===== config.mk =====
export PLATFORM = sky130hd
export DESIGN_NAME = uart_frame_tx
export DESIGN_NICKNAME = d
export VERILOG_FILES = /design/src/rtl/uart_tx_pkg.sv /design/src/rtl/uart_baud_gen.sv /design/src/rtl/uart_frame_shift.sv /design/src/rtl/uart_frame_tx.sv
export SDC_FILE = /design/constraint.sdc
export NUM_CORES = 1
export LEC_CHECK = 0
export BUFFER_PORTS_ARGS = -buffer_cell sky130_fd_sc_hd__buf_2
export CORE_MARGIN = 2
export CORE_UTILIZATION = 53
export DETAILED_ROUTE_END_ITERATION = 7
export PLACE_DENSITY = 0.76
export SYNTH_ARGS = -nofsm -noshare
export SYNTH_HDL_FRONTEND = slang
export SYNTH_SLANG_ARGS = --single-unit

===== constraint.sdc =====
create_clock -name clk_i -period 2.6 [get_ports clk_i]
set_input_delay 0.39 -clock clk_i [delete_from_list [all_inputs] [get_ports clk_i]]
set_output_delay 0.39 -clock clk_i [all_outputs]
set_load 0.01 [all_outputs]

===== src/rtl/uart_tx_pkg.sv =====
package uart_tx_pkg;

    localparam int MAX_BITS = 8;
    localparam int IDX_W    = $clog2(MAX_BITS);

    typedef enum logic [2:0] {
        ST_IDLE,
        ST_START,
        ST_DATA,
        ST_PAR,
        ST_STOP
    } tx_state_e;

    typedef struct packed {
        logic [IDX_W-1:0] last_idx;
        logic             par_en;
        logic             par_even;
        logic             two_stop;
    } frame_fmt_t;

    function automatic frame_fmt_t decode_fmt(input logic [4:0] ctrl);
        frame_fmt_t f;
        f.last_idx = IDX_W'(ctrl[1:0]) + IDX_W'(4);
        f.two_stop = ctrl[2];
        f.par_en   = ctrl[3];
        f.par_even = ctrl[4];
        return f;
    endfunction

    function automatic logic [MAX_BITS-1:0] word_mask(input logic [IDX_W-1:0] last_idx);
        return {MAX_BITS{1'b1}} >> (IDX_W'(MAX_BITS - 1) - last_idx);
    endfunction

endpackage


===== src/rtl/uart_baud_gen.sv =====
module uart_baud_gen #(
    parameter int DIV_W = 16
) (
    input  logic             clk_i,
    input  logic             rst_ni,
    input  logic             load_i,
    input  logic [DIV_W-1:0] div_i,
    input  logic             run_i,
    input  logic             ref_tick_i,
    output logic             bit_tick_o
);

    typedef struct packed {
        logic [DIV_W-1:0] div;
        logic [DIV_W-1:0] cnt;
    } baud_regs_t;

    baud_regs_t r_q, r_d;
    logic       at_end;

    assign at_end     = (r_q.cnt == (r_q.div - {{(DIV_W-1){1'b0}}, 1'b1}));
    assign bit_tick_o = run_i && ref_tick_i && at_end;

    always_comb begin
        r_d = r_q;
        if (load_i) begin
            r_d.div = div_i;
            r_d.cnt = '0;
        end else if (run_i && ref_tick_i) begin
            if (at_end) begin
                r_d.cnt = '0;
            end else begin
                r_d.cnt = r_q.cnt + {{(DIV_W-1){1'b0}}, 1'b1};
            end
        end
    end

    always_ff @(posedge clk_i or negedge rst_ni) begin
        if (!rst_ni) begin
            r_q <= '0;
        end else begin
            r_q <= r_d;
        end
    end

endmodule


===== src/rtl/uart_frame_shift.sv =====
module uart_frame_shift
    import uart_tx_pkg::*;
(
    input  logic                clk_i,
    input  logic                rst_ni,
    input  logic                start_i,
    input  logic [4:0]          fmt_ctrl_i,
    input  logic [MAX_BITS-1:0] data_i,
    input  logic                bit_tick_i,
    output logic                line_o,
    output logic                active_o
);

    typedef struct packed {
        tx_state_e          state;
        frame_fmt_t         fmt;
        logic [MAX_BITS-1:0] shreg;
        logic [IDX_W-1:0]   bit_idx;
        logic               par_bit;
        logic               stop_left;
    } shift_regs_t;

    shift_regs_t r_q, r_d;
    frame_fmt_t  new_fmt;
    logic        raw_par;

    assign new_fmt  = decode_fmt(fmt_ctrl_i);
    assign raw_par  = ^(data_i & word_mask(new_fmt.last_idx));
    assign active_o = (r_q.state != ST_IDLE);

    always_comb begin
        unique case (r_q.state)
            ST_START: line_o = 1'b0;
            ST_DATA:  line_o = r_q.shreg[0];
            ST_PAR:   line_o = r_q.par_bit;
            default:  line_o = 1'b1;
        endcase
    end

    always_comb begin
        r_d = r_q;
        unique case (r_q.state)
            ST_IDLE: begin
                if (start_i) begin
                    r_d.state   = ST_START;
                    r_d.fmt     = new_fmt;
                    r_d.shreg   = data_i;
                    r_d.bit_idx = '0;
                    r_d.par_bit = new_fmt.par_even ? raw_par : ~raw_par;
                end
            end
            ST_START: begin
                if (bit_tick_i) begin
                    r_d.state   = ST_DATA;
                    r_d.bit_idx = '0;
                end
            end
            ST_DATA: begin
                if (bit_tick_i) begin
                    if (r_q.bit_idx == r_q.fmt.last_idx) begin
                        if (r_q.fmt.par_en) begin
                            r_d.state = ST_PAR;
                        end else begin
                            r_d.state     = ST_STOP;
                            r_d.stop_left = r_q.fmt.two_stop;
                        end
                    end else begin
                        r_d.bit_idx = r_q.bit_idx + IDX_W'(1);
                        r_d.shreg   = r_q.shreg >> 1;
                    end
                end
            end
            ST_PAR: begin
                if (bit_tick_i) begin
                    r_d.state     = ST_STOP;
                    r_d.stop_left = r_q.fmt.two_stop;
                end
            end
            ST_STOP: begin
                if (bit_tick_i) begin
                    if (r_q.stop_left) begin
                        r_d.stop_left = 1'b0;
                    end else begin
                        r_d.state = ST_IDLE;
                    end
                end
            end
            default: r_d.state = ST_IDLE;
        endcase
    end

    always_ff @(posedge clk_i or negedge rst_ni) begin
        if (!rst_ni) begin
            r_q       <= '0;
            r_q.state <= ST_IDLE;
        end else begin
            r_q <= r_d;
        end
    end

endmodule


===== src/rtl/uart_frame_tx.sv =====
module uart_frame_tx #(
    parameter int DIV_W = 16
) (
    input  logic             clk_i,
    input  logic             rst_ni,
    input  logic             ref_tick_i,
    input  logic [7:0]       line_ctrl_i,
    input  logic [DIV_W-1:0] divisor_i,
    input  logic [7:0]       data_i,
    input  logic             valid_i,
    output logic             ready_o,
    output logic             txd_o,
    output logic             busy_o,
    output logic             idle_o
);

    logic active;
    logic start;
    logic bit_tick;
    logic line;
    logic ctrl_unused;

    assign ctrl_unused = line_ctrl_i[7] ^ line_ctrl_i[5];

    assign ready_o = !active && (divisor_i != '0);
    assign start   = valid_i && ready_o;
    assign busy_o  = active;
    assign idle_o  = !active;
    assign txd_o   = line && !line_ctrl_i[6];

    uart_baud_gen #(
        .DIV_W(DIV_W)
    ) baud_i (
        .clk_i      (clk_i),
        .rst_ni     (rst_ni),
        .load_i     (start),
        .div_i      (divisor_i),
        .run_i      (active),
        .ref_tick_i (ref_tick_i),
        .bit_tick_o (bit_tick)
    );

    uart_frame_shift shift_i (
        .clk_i      (clk_i),
        .rst_ni     (rst_ni),
        .start_i    (start),
        .fmt_ctrl_i (line_ctrl_i[4:0]),
        .data_i     (data_i),
        .bit_tick_i (bit_tick),
        .line_o     (line),
        .active_o   (active)
    );

endmodule


; ---- Word level (Yosys, flattened, before mapping)
; Index checks and enable logic that the tools add are counted.
[word_totals]
register_bits = 54
[op_classes]
n_addsub = 5
n_eq_ne = 15
shift = 1
muxes = 25
n_bitwise = 2
reduce_logical = 20
[op_table]
columns = operator, n
row1 = 16-bit two-way mux, 3
row2 = 3-bit two-way mux, 8
row3 = 11-bit two-way mux, 2
row4 = 21-bit two-way mux, 1
row5 = "16-bit by 1-bit adder with 16-bit output, second input constant", 1
row6 = 16-bit == test, 1
row7 = "2-bit inequality test, second input constant", 8
row8 = 8-bit one-hot mux with 2 select lines, 1
row9 = 16-bit nonzero test, 1
row10 = "16-bit by 1-bit subtractor with 16-bit output, second input constant", 1
row11 = 3-bit one-hot mux with 5 select lines, 1
row12 = 3-bit one-hot mux with 3 select lines, 1
row13 = 3-bit nonzero test, 3
row14 = 8-bit AND, 1
row15 = 8-bit parity, 1
row16 = "8-bit by 3-bit right shift with 8-bit output, first input constant", 1
row17 = 7-bit AND reduction, 1
row18 = "3-bit by 2-bit == test with 1-bit output, second input constant", 2
row19 = 1-bit two-way mux, 6
row20 = 1-bit one-hot mux with 3 select lines, 2
row21 = 6-bit AND reduction, 1
row22 = 1-bit logical AND, 5
row23 = 5-bit AND reduction, 1
row24 = 4-bit AND reduction, 1
row25 = other kinds (12), 14

; ---- Depth between registers and ports, before layout
[logic_depth]
depth_word = 9
mapped_depth = 10
ltp_nobuf = 9

; ---- Modules after synthesis
; From an unflattened synthesis, not the netlist that was laid out.
[unflattened]
hier_cells = 320
hier_area_um2 = 3256.9
[by_module_without_submodules]
columns = module, instances, cells_per_inst, area_per_inst_um2, seq_area_each_um2
row1 = uart_baud_gen, 1, 202, 1979.4, 800.8
row2 = uart_frame_shift, 1, 109, 1218.7, 525.5
row3 = uart_frame_tx, 1, 9, 58.8, 0.0

; ---- Least setup slack after synthesis
; No wires, ideal clock.
[synth_path]
path_type = reg2reg
start = register baud_i.r_q[16] (netlist name)
end = register shift_i.r_q[2] (netlist name)
t_arrival_ns = 2.584
t_required_ns = 2.481
setup_slack_ns = -0.103
path_stages_with_launch = 10
path_buffers = 1
period_less_slack_ns = 2.703
path_cell_list = dfrtp_1 inv_1 ha_1 nor4b_2 nand3_1 or4b_4 a2111oi_4 buf_4 a41oi_1 a21bo_1
[synth_between]
elab_chain_len = 5
elab_cells_between_ends = 6
classes_between = add/sub (1) / eq/ne (3) / reduce/logical (2)
[synth_lines]
columns = element, line_no
row1 = "start, declared", uart_baud_gen.sv:18  ; baud_regs_t r_q, r_d;
row2 = "start signal, assigned", uart_baud_gen.sv:42  ; r_q <= r_d;
row3 = 16-bit by 1-bit subtractor with 16-bit output *, uart_baud_gen.sv:21  ; assign at_end = (r_q.cnt == (r_q.div - {{(DIV_W-1){1'b0}}, 1'b1}));
row4 = 16-bit == test *, uart_baud_gen.sv:21
row5 = 1-bit logical AND *, uart_baud_gen.sv:22  ; assign bit_tick_o = run_i && ref_tick_i && at_end;
row6 = 2-bit inequality test (no line), n/a
row7 = 5-bit AND reduction (no line) *, n/a
row8 = "end signal, assigned", uart_frame_shift.sv:97  ; r_q <= r_d;
row9 = "end, declared", uart_frame_shift.sv:23  ; shift_regs_t r_q, r_d;
; Mark *: on every way between the ends. The rest lies on a longest branch, timed or not.
; A chain may end at the register's enable or synchronous reset.

; ---- Worst setup path after layout
[layout_path]
start = register baud_i.r_q[19] (netlist name)
end = register shift_i.r_q[8] (netlist name)
[layout_between]
elab_chain_len = 5
[layout_lines]
columns = element, line_no
row1 = 16-bit by 1-bit subtractor with 16-bit output, uart_baud_gen.sv:21
row2 = 16-bit == test, uart_baud_gen.sv:21
row3 = 1-bit logical AND, uart_baud_gen.sv:22
row4 = 2-bit inequality test (no line), n/a
row5 = 4-bit AND reduction (no line), n/a
; No other way between the ends.

==> results.json <==
{
  "num_vias": 3156,
  "setup_viol": 30,
  "ys_async_sr_fraction": 1.00,
  "cts-root-buf": "clkbuf_8",
  "worst-endpoint-required_ns": 2.81,
  "die_area_um2": 7120,
  "worstSkewPairLatency_ns": 0.31,
  "cts.sinks": 53,
  "crit_type": "flop to flop",
  "first_global_vias": 3180,
  "final_core_util": 0.667,
  "cp-start-kind": "flop",
  "grt.overflow.total": 0,
  "port_buffers": 37,
  "yosysWarnings": 0,
  "clock_skew_ns": 0.00862,
  "grt_pass1_wl_mm": 15.0,
  "yosys_register_bits": 53,
  "syn_area_um2": 3420,
  "ir_worst_vdd_mv": 0.469,
  "area_growth_pct": 23.0,
  "cts_hold_buf": 0,
  "end_kind": "flop",
  "drt_iter0_drc": 189,
  "grt_max_degree": 33,
  "gp_congestion": 0.891,
  "synth_top_area_frac": 0.387,
  "min_period_ns": 2.79,
  "tns_ns": -3.42,
  "period_share": 1.07,
  "drtAntennaViolNets": 0,
  "drv_slew": 0,
  "worstPathMaxFanout": 8,
  "cts-buffers-inserted": 5,
  "h-tree-depth": 2,
  "combinationalPowerShare": 0.478,
  "violations": "setup timing",
  "coreArea_um2": 6310,
  "pwr-share-clk": 0.178,
  "intPower_mw": 2.32,
  "cellLeakagePower_nw": 1.91,
  "cts_max_path_buffers": 2,
  "die_w_um": 84.4,
  "die_y_um": 84.4,
  "syn_area_per_cell_um2": 9.06,
  "dp_hpwl_mm": 6.27,
  "drt-total-wl_mm": 8.87,
  "synth_edf_count": 0,
  "p_sw_mw": 1.51,
  "path_clk_slew_ns": 0.11,
  "status": "finished with violations",
  "worstPathArrival_ns": 2.99,
  "cap_violations": 0,
  "synthTopCellsByArea": "dfrtp_1, xnor2_1, nand2_1",
  "fin_ws_ns": -0.188,
  "antenna_cells": 0,
  "drc_errors": 0,
  "cts_tree": "yes",
  "synth_ff_type": "dfrtp_1",
  "start_util": 0.542,
  "clock.fmax_mhz": 359,
  "min_path_type": "primary input to asynchronous set/reset pin",
  "post_dp_cell_area_um2": 3860,
  "rsz0062_at_grt": "true",
  "grt_antenna_before_repair": 0,
  "wl_per_cell_um": 17.0,
  "rows": 29,
  "synthDistinctLibCells": 56,
  "power.sequential.fraction": 0.344,
  "pin_count": 40,
  "hold_viol_final": 0,
  "place_ws_ns": -0.160,
  "yosys.area.top_type": "dfrtp_1",
  "tightest_slew_ns": 0.884,
  "switching_share": 0.393,
  "final_area_um2": 4210,
  "grt_usage": 0.258,
  "routed_via_density": 6.03,
  "netlist_instances": 378,
  "drive_gt1_frac": 0.287,
  "firstDrtPassIters": 5,
  "syn_nets": 417,
  "nets": 484,
  "synth-seq-area-share": 0.387,
  "power.density_nw_per_um2": 910,
  "relSlewSlack": 0.408
}
==> kinds of logic after synthesis <==
kind of cell | count (synthesis) | synth area share
mux | 7 | 0.0307
xor+xnor | 36 | 0.0921
fa+ha+maj | 3 | 0.0110
compound gates | 78 | 0.180
buf+inv | 34 | 0.0490
simple gates | 167 | 0.250
flops | 53 | 0.387
==> per-stage QoR <==
step | hold WS (ns) | std cells | total power [mW]
2_1_floorplan | 0.0944 | 378 | 2.33
3_3_place_gp | 0.441 | 505 | 2.81
3_5_place_dp | 0.442 | 505 | 2.88
4_1_cts | 0.0939 | 520 | 3.66
5_1_grt | 0.134 | 523 | 4.06
6_report | 0.0711 | 523 | 3.83
==> metal layers <==
layer / global-route usage / part of all wire / wire, µm
met1: 0.337 / 0.43 / 3800
met5: 0 / 0 / 0
met2: 0.444 / 0.51 / 4530
met3: 0.0374 / 0.044 / 394
met4: 0.0794 / 0.016 / 144
==> placed cells by master (no fill, tap or decap), types with 8 or more instances in the layout <==
master    n
nand2_1  65
dfrtp_1  52
buf_2    37
buf_4    33
xnor2_1  27
a31oi_1  19
nor3_1   17
nor2_1   15
inv_1    14
nand3_1  10
nand4_1   8
xor2_1    8
and3_1    8
a22o_1    8
==> critical path, stage by stage, from the launching register on <==
cell	delay, ns
dfrtp_1	0.43
buf_4	0.16
nor3_1	0.31
a21oi_1	0.13
nor4_2	0.35
nand4_1	0.16
buf_6	0.16
a2111oi_4	0.33
buf_6	0.19
a21oi_4	0.12
mux2_4	0.33
==> registers in the layout (all words and copies together) (netlist names) <==
name / count
baud_i.r_q: 32
shift_i.r_q: 21
==> power groups by stage <==
stage	Combinational [mW]	Clock [mW]	Sequential, mW
after floorplan	1.05	0	1.28
after global placement	1.51	0	1.30
after detailed placement	1.57	0	1.31
after CTS	1.67	0.687	1.30
after global routing	2.00	0.711	1.35
final	1.83	0.683	1.32
==> cell type report <==
class / count / area, µm²
tap: 77 / 96.3
fill: 531 / 2100
multi-input combinational: 293 / 2080
clock buffer: 5 / 68.8
sequential: 53 / 1330
inverter: 16 / 60.1
clock inverter: 3 / 68.8
timing repair buffer: 76 / 509
==> cell usage after synthesis, types with 3 or more instances <==
library cell   n
nand2_1       65
dfrtp_1       53
xnor2_1       28
a31oi_1       21
nor3_1        18
nor2_1        17
inv_1         16
clkbuf_1      12
nand3_1       10
nor4_1         9
a21oi_1        8
a22o_1         8
and3_1         8
nand4_1        8
xor2_1         8
mux2_4         7
o21ai_0        7
or3_1          7
nor2b_1        6
o21ai_1        6
o31ai_1        4
a41oi_1        3
buf_6          3
ha_1           3
o311ai_1       3
or4_1          3
==> repair_timing <==
action | 4_1_cts | 5_1_grt
gates cloned | 2 | 0
pin swaps | 5 | 10
setup endpoints to repair | 29 | 31
resized for setup | 6 | 19
setup buffers | 5 | 3
==> path summary, 6_finish.rpt <==
check	end	slack, ns	start	cells after the start
max	shift_i.r_q[8]$_DFFE_PN0P_	-0.19	baud_i.r_q[19]$_DFFE_PN0P_	10
min	baud_i.r_q[13]$_DFFE_PN0P_	0.07	rst_ni	1
max reg2reg	shift_i.r_q[8]$_DFFE_PN0P_	-0.19	baud_i.r_q[19]$_DFFE_PN0P_	10
min reg2reg	shift_i.r_q[18]$_DFFE_PN0P_	0.50	shift_i.r_q[18]$_DFFE_PN0P_	1
max in group asynchronous	baud_i.r_q[22]$_DFFE_PN0P_	1.87	rst_ni	2
min in group clk_i	shift_i.r_q[13]$_DFFE_PN0P_	0.28	line_ctrl_i[2]	3
(Power assumes the default switching activity.)
